### src/rtl/regbank_pkg.sv
package regbank_pkg;

    typedef enum logic [2:0] {
        ACC_RO   = 3'd0,
        ACC_WO   = 3'd1,
        ACC_RW   = 3'd2,
        ACC_W1C  = 3'd3,
        ACC_ONCE = 3'd4,
        ACC_LOCK = 3'd5
    } acc_e;

    localparam int DEF_REGS  = 4;
    localparam int DEF_W     = 32;
    localparam int DEF_ADDRS = 4;
    localparam int MAP_W     = 4;

    function automatic logic [DEF_REGS*DEF_W*3-1:0] default_acc();
        logic [DEF_REGS*DEF_W*3-1:0] v;
        acc_e a;
        v = '0;
        for (int r = 0; r < DEF_REGS; r++) begin
            for (int b = 0; b < DEF_W; b++) begin
                if (r == 0) begin
                    if (b < 8)       a = ACC_RW;
                    else if (b < 16) a = ACC_W1C;
                    else if (b < 24) a = ACC_ONCE;
                    else if (b < 28) a = ACC_LOCK;
                    else             a = ACC_RO;
                end else if (r == 1) begin
                    a = ACC_WO;
                end else begin
                    a = ACC_RW;
                end
                v[(r*DEF_W+b)*3 +: 3] = a;
            end
        end
        return v;
    endfunction

    function automatic logic [DEF_REGS*DEF_W-1:0] default_rst();
        return {32'h0000_0000, 32'h1234_5678, 32'h0000_0000, 32'h3000_00A5};
    endfunction

endpackage

### src/rtl/regbank_decode.sv
module regbank_decode #(
    parameter int NUM_REGS  = 4,
    parameter int NUM_ADDRS = 4,
    parameter int ADDR_W    = 4,
    parameter logic [NUM_ADDRS*regbank_pkg::MAP_W-1:0] RD_MAP = '0,
    parameter logic [NUM_ADDRS*regbank_pkg::MAP_W-1:0] WR_MAP = '0
) (
    input  logic [ADDR_W-1:0]              addr,
    input  logic                           wr_en,
    output logic [NUM_REGS-1:0]            wr_sel,
    output logic [regbank_pkg::MAP_W-1:0]  rd_idx,
    output logic                           rd_hit
);
    localparam int MW = regbank_pkg::MAP_W;

    logic [MW-1:0] wr_idx;
    logic          wr_hit;

    always_comb begin
        rd_idx = '0;
        wr_idx = '0;
        rd_hit = 1'b0;
        wr_hit = 1'b0;
        for (int a = 0; a < NUM_ADDRS; a++) begin
            if (addr == ADDR_W'(a)) begin
                rd_idx = RD_MAP[a*MW +: MW];
                wr_idx = WR_MAP[a*MW +: MW];
                rd_hit = (int'(RD_MAP[a*MW +: MW]) < NUM_REGS);
                wr_hit = (int'(WR_MAP[a*MW +: MW]) < NUM_REGS);
            end
        end
    end

    for (genvar r = 0; r < NUM_REGS; r++) begin : g_sel
        assign wr_sel[r] = wr_en && wr_hit && (wr_idx == MW'(r));
    end

endmodule

### src/rtl/regbank_cell.sv
module regbank_cell #(
    parameter regbank_pkg::acc_e ACC = regbank_pkg::ACC_RW,
    parameter bit RST   = 1'b0,
    parameter bit LOCKV = 1'b1
) (
    input  logic clk,
    input  logic rst_n,
    input  logic wr_en,
    input  logic wr_bit,
    input  logic hw_set,
    input  logic once_done,
    output logic q,
    output logic rd_q
);
    import regbank_pkg::*;

    if (ACC == ACC_RO) begin : g_ro
        logic unused_in;
        assign unused_in = ^{clk, rst_n, wr_en, wr_bit, hw_set, once_done};
        assign q = RST;
    end else if (ACC == ACC_W1C) begin : g_w1c
        logic unused_in;
        assign unused_in = once_done;
        always_ff @(posedge clk) begin
            if (!rst_n)                q <= RST;
            else if (hw_set)           q <= 1'b1;
            else if (wr_en && wr_bit)  q <= 1'b0;
        end

        set_wins_chk: assert property (@(posedge clk) disable iff (!rst_n)
            hw_set |=> q);

        zero_write_keeps_chk: assert property (@(posedge clk) disable iff (!rst_n)
            (wr_en && !wr_bit && !hw_set) |=> $stable(q));
    end else if (ACC == ACC_ONCE) begin : g_once
        logic unused_in;
        assign unused_in = hw_set;
        always_ff @(posedge clk) begin
            if (!rst_n)                  q <= RST;
            else if (wr_en && !once_done) q <= wr_bit;
        end

        once_frozen_chk: assert property (@(posedge clk) disable iff (!rst_n)
            (wr_en && once_done) |=> $stable(q));
    end else if (ACC == ACC_LOCK) begin : g_lock
        logic unused_in;
        logic locked;
        assign unused_in = ^{hw_set, once_done};
        always_ff @(posedge clk) begin
            if (!rst_n) begin
                q      <= RST;
                locked <= 1'b0;
            end else if (wr_en && !locked) begin
                q      <= wr_bit;
                locked <= (wr_bit == LOCKV);
            end
        end

        lock_hold_chk: assert property (@(posedge clk) disable iff (!rst_n)
            locked |=> $stable(q));
    end else begin : g_rw
        logic unused_in;
        assign unused_in = ^{hw_set, once_done};
        always_ff @(posedge clk) begin
            if (!rst_n)     q <= RST;
            else if (wr_en) q <= wr_bit;
        end
    end

    assign rd_q = (ACC == ACC_WO) ? 1'b0 : q;

endmodule

### src/rtl/regbank_top.sv
module regbank_top #(
    parameter int NUM_REGS  = regbank_pkg::DEF_REGS,
    parameter int DATA_W    = regbank_pkg::DEF_W,
    parameter int NUM_ADDRS = regbank_pkg::DEF_ADDRS,
    parameter int ADDR_W    = 4,
    parameter logic [NUM_REGS*DATA_W*3-1:0] ACC_MAP = regbank_pkg::default_acc(),
    parameter logic [NUM_REGS*DATA_W-1:0]   RST_VAL = regbank_pkg::default_rst(),
    parameter logic [NUM_REGS*DATA_W-1:0]   LOCK_VAL = '1,
    parameter logic [NUM_ADDRS*regbank_pkg::MAP_W-1:0] RD_MAP = {4'd3, 4'd2, 4'd1, 4'd0},
    parameter logic [NUM_ADDRS*regbank_pkg::MAP_W-1:0] WR_MAP = {4'hF, 4'd3, 4'd1, 4'd0}
) (
    input  logic                        clk,
    input  logic                        rst_n,
    input  logic [ADDR_W-1:0]           addr,
    input  logic                        wr_en,
    input  logic [DATA_W-1:0]           wr_data,
    input  logic                        rd_en,
    output logic [DATA_W-1:0]           rd_data,
    input  logic [NUM_REGS*DATA_W-1:0]  hw_set,
    output logic [NUM_REGS*DATA_W-1:0]  ctrl_q
);
    import regbank_pkg::*;

    localparam int NBITS = NUM_REGS * DATA_W;

    logic [NUM_REGS-1:0] wr_sel;
    logic [NUM_REGS-1:0] once_done;
    logic [MAP_W-1:0]    rd_idx;
    logic                rd_hit;
    logic [NBITS-1:0]    rd_vis;
    logic [DATA_W-1:0]   rd_word;

    regbank_decode #(
        .NUM_REGS (NUM_REGS),
        .NUM_ADDRS(NUM_ADDRS),
        .ADDR_W   (ADDR_W),
        .RD_MAP   (RD_MAP),
        .WR_MAP   (WR_MAP)
    ) u_dec (
        .addr  (addr),
        .wr_en (wr_en),
        .wr_sel(wr_sel),
        .rd_idx(rd_idx),
        .rd_hit(rd_hit)
    );

    for (genvar r = 0; r < NUM_REGS; r++) begin : g_reg
        always_ff @(posedge clk) begin
            if (!rst_n)         once_done[r] <= 1'b0;
            else if (wr_sel[r]) once_done[r] <= 1'b1;
        end
        for (genvar b = 0; b < DATA_W; b++) begin : g_bit
            regbank_cell #(
                .ACC  (acc_e'(ACC_MAP[(r*DATA_W+b)*3 +: 3])),
                .RST  (RST_VAL[r*DATA_W+b]),
                .LOCKV(LOCK_VAL[r*DATA_W+b])
            ) u_cell (
                .clk      (clk),
                .rst_n    (rst_n),
                .wr_en    (wr_sel[r]),
                .wr_bit   (wr_data[b]),
                .hw_set   (hw_set[r*DATA_W+b]),
                .once_done(once_done[r]),
                .q        (ctrl_q[r*DATA_W+b]),
                .rd_q     (rd_vis[r*DATA_W+b])
            );
        end
    end

    always_comb begin
        rd_word = '0;
        for (int r = 0; r < NUM_REGS; r++) begin
            if (rd_hit && rd_idx == MAP_W'(r)) rd_word = rd_vis[r*DATA_W +: DATA_W];
        end
    end

    always_ff @(posedge clk) begin
        if (!rst_n)     rd_data <= '0;
        else if (rd_en) rd_data <= rd_word;
    end


    unmapped_zero_chk: assert property (@(posedge clk) disable iff (!rst_n)
        (rd_en && !rd_hit) |=> (rd_data == '0));


    read_no_side_chk: assert property (@(posedge clk) disable iff (!rst_n)
        (rd_en && !wr_en && (hw_set == '0)) |=> $stable(ctrl_q));

endmodule

### config.mk
export PLATFORM = sky130hd
export DESIGN_NAME = regbank_top
export DESIGN_NICKNAME = d
export VERILOG_FILES = /design/src/rtl/regbank_pkg.sv /design/src/rtl/regbank_decode.sv /design/src/rtl/regbank_cell.sv /design/src/rtl/regbank_top.sv
export SDC_FILE = /design/constraint.sdc
export NUM_CORES = 1
export LEC_CHECK = 0
export ABC_AREA = 1
export BUFFER_PORTS_ARGS = -buffer_cell sky130_fd_sc_hd__buf_2
export CAP_MARGIN = 15
export CORE_MARGIN = 3
export CORE_UTILIZATION = 40
export CTS_BUF_LIST = sky130_fd_sc_hd__clkbuf_8
export CTS_CLUSTER_DIAMETER = 40
export CTS_CLUSTER_SIZE = 40
export DETAILED_ROUTE_END_ITERATION = 10
export PLACE_DENSITY = 0.73
export SLEW_MARGIN = 25
export SYNTH_ARGS = -nofsm -noshare
export SYNTH_HDL_FRONTEND = slang
export SYNTH_SLANG_ARGS = --single-unit
### constraint.sdc
create_clock -name clk -period 1.12 [get_ports clk]
set_input_delay 0.224 -clock clk [delete_from_list [all_inputs] [get_ports clk]]
set_output_delay 0.224 -clock clk [all_outputs]
set_load 0.02 [all_outputs]
# ---- Yosys cells after proc, flatten, opt, wreduce, memory -nomap -nowiden
# Index checks and enable logic that the tools add are counted.
dict set report word_totals {
  input_bits 168
  register_bits 157
  word_cells 203
  out_inout_bits 160
}
dict set report classes {
  n_eq_ne 9
  muxes 30
  n_reduce_logical 38
}
# cell n
set ops {}
lappend ops {{2-to-1 mux 32 bit} 3}
lappend ops {{2-to-1 mux 30 bit} 1}
lappend ops {{== test 4 x 2 -> 1 bit (second input constant)} 6}
lappend ops {{logical AND 1 bit} 22}
lappend ops {{2-to-1 mux 1 bit} 22}
lappend ops {{nonzero test 2 bit} 8}
lappend ops {{== test 4 x 1 -> 1 bit (second input constant)} 3}
lappend ops {{logical NOT 4 bit} 3}
lappend ops {{2-to-1 mux 2 bit} 3}
lappend ops {{logical NOT 1 bit} 5}
lappend ops {{2-to-1 mux 4 bit} 1}

# ---- Depth between registers and ports, before layout
dict set report depth {
  ltp_word 10
  depth_mapped 9
}

# ---- Cells and area by module
# Synthesis repeated with hierarchy kept, for this count alone.
dict set report hier_totals {
  hier_cells 1298
  area_unflattened_um2 8926.1
}
# mod area_per_inst_um2 n_inst cells_per_inst seq_area_each_um2
set by_module_without_submodules {}
lappend by_module_without_submodules {{regbank_cell at g_reg[0].g_bit[1].u_cell ...} 48.8 55 7 20.0}
lappend by_module_without_submodules {regbank_top 2457.4 1 382 720.7}
lappend by_module_without_submodules {{regbank_cell at g_reg[1].g_bit[0].u_cell ...} 52.6 32 8 20.0}
lappend by_module_without_submodules {{regbank_cell at g_reg[0].g_bit[0].u_cell ...} 51.3 17 6 20.0}
lappend by_module_without_submodules {{regbank_cell at g_reg[0].g_bit[16].u_cell ...} 57.6 8 8 20.0}
lappend by_module_without_submodules {{regbank_cell at g_reg[0].g_bit[10].u_cell ...} 51.3 8 7 20.0}
lappend by_module_without_submodules {{regbank_cell at g_reg[0].g_bit[24].u_cell ...} 47.5 4 6 20.0}
lappend by_module_without_submodules {regbank_decode 95.1 1 17 0.0}
lappend by_module_without_submodules {{regbank_cell at g_reg[0].g_bit[28].u_cell ...} 18.8 4 3 0.0}

# ---- Worst setup path before layout
# Ideal clock, no wire load.
dict set report synth_path {
  path_kind {input -> register}
  startpoint {input port addr[1]}
  endpoint {register rd_data[10]}
  setup_time_ps 70
  setup_slack_ps -48
  path_buffers 3
  t_arrival_ps 1098
  required_time_ps 1050
  path_stages 8
  cell_sequence {buf_4 -> nor2_2 -> buf_4 -> buf_4 -> nand3_1 -> nand2_1 -> nand3_1 -> a21oi_1}
}
dict set report synth_between {
  elab_chain_len 10
  elab_cells_between_ends 23
  classes_between {6 x eq/ne; 11 x mux; 6 x reduce/logical}
}
# item line
set synth_lines {}
lappend synth_lines {{from (decl)} regbank_top.sv:14} ;# input logic [ADDR_W-1:0] addr,
lappend synth_lines {{== test 4 x 1 -> 1 bit / logical NOT 4 bit (equally long branches)} regbank_decode.sv:25} ;# if (addr == ADDR_W'(a)) begin
lappend synth_lines {{2-to-1 mux 1 bit} regbank_decode.sv:25}
lappend synth_lines {{2-to-1 mux 2 bit / 2-to-1 mux 1 bit (equally long branches) (2 in a row)} regbank_decode.sv:25}
lappend synth_lines {{logical NOT 4 bit / 2-to-1 mux 1 bit (equally long branches)} {regbank_top.sv:73, regbank_decode.sv:25}}
lappend synth_lines {{logical AND 1 bit} regbank_top.sv:73} ;# if (rd_hit && rd_idx == MAP_W'(r)) rd_word = rd_vis[r*DATA_W +: DATA_W];
lappend synth_lines {{2-to-1 mux 30 bit} regbank_top.sv:73}
lappend synth_lines {{2-to-1 mux 32 bit (2 in a row)} regbank_top.sv:73}
lappend synth_lines {{2-to-1 mux 32 bit (*)} regbank_top.sv:73}
lappend synth_lines {{to (signal assigned)} regbank_top.sv:79} ;# else if (rd_en) rd_data <= rd_word;
lappend synth_lines {{to (decl)} regbank_top.sv:18} ;# output logic [DATA_W-1:0] rd_data,
# Mark *: on every way between the ends. The rest lies on a longest branch, timed or not.
# A chain may end at the register's enable or synchronous reset.

# ---- Final worst setup path
dict set report layout_path {
  startpoint {register g_reg[0].g_bit[15].u_cell.q}
  endpoint {output port ctrl_q[15]}
}
# item line
set layout_rtl {}
lappend layout_rtl {{from (decl)} regbank_cell.sv:12} ;# output logic q,
lappend layout_rtl {{from (signal assigned)} regbank_cell.sv:25} ;# if (!rst_n) q <= RST;
lappend layout_rtl {{from (signal assigned)} regbank_cell.sv:26} ;# else if (hw_set) q <= 1'b1;
lappend layout_rtl {{from (signal assigned)} regbank_cell.sv:27} ;# else if (wr_en && wr_bit) q <= 1'b0;
lappend layout_rtl {{to (decl)} regbank_top.sv:20} ;# output logic [NUM_REGS*DATA_W-1:0] ctrl_q
# No word-level cell between the ends.

==> impl_metrics.env <==
export IMPL_slew_viol_final=0
export IMPL_die_h_um=140
export IMPL_finalInstanceArea_mm2=0.0104
export IMPL_wl_met2_um=10100
export IMPL_violations="negative setup slack"
export IMPL_fmax_ghz=0.838
export IMPL_dp_slack_ns=-0.299
export IMPL_place_congestion=0.868
export IMPL_topRoutingLayerUsed="met4"
export IMPL_synth_area_mm2=0.00718
export IMPL_hpwl_um=15300
export IMPL_syn_to_final_growth_pct=44.7
export IMPL_path_class="flop to output port"
export IMPL_drv_cap=0
export IMPL_slowest_delay_ns=0.38
export IMPL_cts_tree="built"
export IMPL_totalWireLength_um=23400
export IMPL_finalPower_w=0.0114
export IMPL_fin_ws_ns=-0.0727
export IMPL_crit_fanout=2
export IMPL_worstHoldStart="wr_data[18]"
export IMPL_fin_util_pct=59.6
export IMPL_io_pins=328
export IMPL_fin_skew_ns=0.00895
export IMPL_ant_nets=0
export IMPL_cts_path_max_buffers=2
export IMPL_crit_slowest_cell="dfxtp_2"
export IMPL_status="finished, violations left"
export IMPL_vias_per_cell=4.87
export IMPL_cp_start_kind="flop"
export IMPL_drtPass1Iterations=9
export IMPL_start_util_pct=41.2
export IMPL_die_w_um=140
export IMPL_overflow=0
export IMPL_vias=6866
export IMPL_clock_latency_ns=0.45
export IMPL_power_frac_comb_pct=12.8
export IMPL_wl_met3_um=1940
export IMPL_critPathRequiredTime_ns=0.90
export IMPL_synth_area_per_cell_um2=7.49
export IMPL_antenna_found_initial=0
export IMPL_cp_top_family="flip-flops"
export IMPL_ys_ff_latch=157
export IMPL_syn_inst=958
export IMPL_reg2reg_depth=8
export IMPL_reg2reg_to="rd_data[0]"
export IMPL_setup_viol=152
export IMPL_yosys_warnings=0
export IMPL_die_area_mm2=0.0196
export IMPL_hold_depth=3
export IMPL_cts_buffers=17
export IMPL_nets=1341
export IMPL_grt_max_degree=65
export IMPL_grt_use_total_pct=23.1
export IMPL_reg2reg_slack_ns=0.05
export IMPL_dpl_cell_area_mm2=0.00776
export IMPL_peakVddDrop_uv=945
export IMPL_worst_setup_path_end_kind="output port"
export IMPL_clk_pin_slew_ns=0.09
export IMPL_cts_root_buf="clkbuf_8"
export IMPL_leakage_nw=5.04
export IMPL_min_path_type="primary input to flop"
export IMPL_finalCritPeriodShare_pct=106
export IMPL_reg2reg_from="g_reg[2].g_bit[0].u_cell.q"
export IMPL_cts_sinks=157
export IMPL_swShare_pct=27.7
export IMPL_port_buffers=203
export IMPL_cp_arrival_ns=0.97
export IMPL_cp_cell_sequence="buf_6"
export IMPL_wire_per_inst_um=16.6
export IMPL_drcViolationCount=0
export IMPL_crit_buf_inv=1
export IMPL_power_switching_w=0.00315
export IMPL_rsz0062_at_grt="true"
export IMPL_drtIter0Drc=504
export IMPL_nFillCells=1481
export IMPL_fin_crit_ns=1.19
export IMPL_layout_commonest_cell="buf_6"
export IMPL_num_antenna_cells=0
export IMPL_yosys_cell_types_count=22
export IMPL_powerDensity_mw_per_mm2=1090
export IMPL_drive_gt1_share_pct=48.1
export IMPL_hold_path_end="g_reg[0].g_bit[18].u_cell.q"
export IMPL_synth_yosys_seq_area_share_pct=43.8
export IMPL_internal_power_w=0.00822
export IMPL_hold_viol=0
export IMPL_core_area_mm2=0.0174
export IMPL_pwr_share_clk_pct=36.3
export IMPL_grt_pass1_vias=6421
export IMPL_power_frac_seq_pct=50.9
export IMPL_wl_met1_um=10700
export IMPL_most_common_layout_cells="buf_6 (156), nand2_1 (145), dfxtp_2 (143), buf_4 (143), inv_1 (124)"
export IMPL_num_rows=48
export IMPL_htreeDepth=4
export IMPL_grt_pass1_wl_um=35900
==> final cells by class <==
class                      instances  area [µm²]  area share [%]
tap                              225         282            2.71
clock buffer                      19         262            2.52
clock inverter                    13         118            1.13
sequential                       157        3370            32.5
timing repair buffer             377        3540            34.1
inverter                         130         493            4.75
multi-input combinational        490        2320            22.4
==> through the flow <==
stage	cells	TNS (ns)	hold WS, ns
after global routing	1411	-10.21	0.0240
after global placement	1245	-22.74	0.429
final	1411	-3.15	0.0359
after CTS	1382	-7.94	0.000793
after detailed placement	1245	-24.48	0.432
after floorplan	960	-0.372	0.358
==> registers in the layout (all words and copies together), names as in the netlist <==
name / cells
once_done: 1
g.g_bit.u_cell.q: 124
rd_data: 32
==> power groups by stage <==
stage / Sequential [W] / Combinational, W / Clock, W
after floorplan: 0.00591 / 0.000742 / 0
after global placement: 0.00591 / 0.00111 / 0
after detailed placement: 0.00591 / 0.00111 / 0
after CTS: 0.00578 / 0.00140 / 0.00420
after global routing: 0.00580 / 0.00156 / 0.00444
final: 0.00579 / 0.00145 / 0.00413
==> cells by family (layout without fill, tap and decap cells) <==
kind of cell / Yosys count / after routing / synth area share [%]
buf+inv: 313 / 539 / 24.2
simple gates: 283 / 283 / 17.7
compound gates: 203 / 203 / 14.2
flops: 157 / 157 / 43.8
other cells: 2 / 4 / 0.105
==> Yosys cell counts <==
master    instances  area share (%)
o21ai_0          52             3.6
o211ai_1          2            0.21
dfxtp_1         157              44
nor2_4            3            0.47
buf_4           136              14
clkbuf_1         23             1.2
or2_2             5            0.44
nor2_2            2            0.17
nand3_2           1            0.14
a21oi_1         121             8.4
nor2_8            1            0.28
nor2_1           12            0.63
o21ai_1          28             2.0
buf_2            21             1.5
nand2_1         145             7.6
nand3_1         111             7.7
inv_2             6            0.31
buf_6             3            0.47
conb_1            2            0.10
nand2_2           3            0.26
clkinv_1          1           0.052
inv_1           123             6.4
==> per-layer routing <==
metal  vias to the layer above  track usage (%)
met5                         -                0
met4                         0             7.65
met3                        57             6.15
met2                       358             32.9
met1                      3103             33.8
li1                       3348                -
==> how the worst max path moves through the flow <==
stage	depth (start not counted)	from	slack, ns	to
after floorplan	8	addr[1]	-0.02	g_reg[3].g_bit[18].u_cell.q
after global placement	7	addr[3]	-0.27	rd_data[12]
after detailed placement	7	addr[3]	-0.30	rd_data[13]
after CTS	1	g_reg[0].g_bit[15].u_cell.q	-0.09	ctrl_q[15]
after global routing	1	g_reg[0].g_bit[15].u_cell.q	-0.1	ctrl_q[15]
final	1	g_reg[0].g_bit[15].u_cell.q	-0.07	ctrl_q[15]
==> what timing repair did <==
| action | CTS | global route |
|---|---|---|
| hold buffers | 15 | 0 |
| setup buffers | 90 | 29 |
| pin swaps | 0 | 1 |
| gates resized for setup | 480 | 1 |
| endpoints found under the hold margin | 17 | 0 |
| setup endpoints to repair | 156 | 156 |
| cloned | 0 | 0 |
No activity file was read; power rests on OpenSTA's default activity.
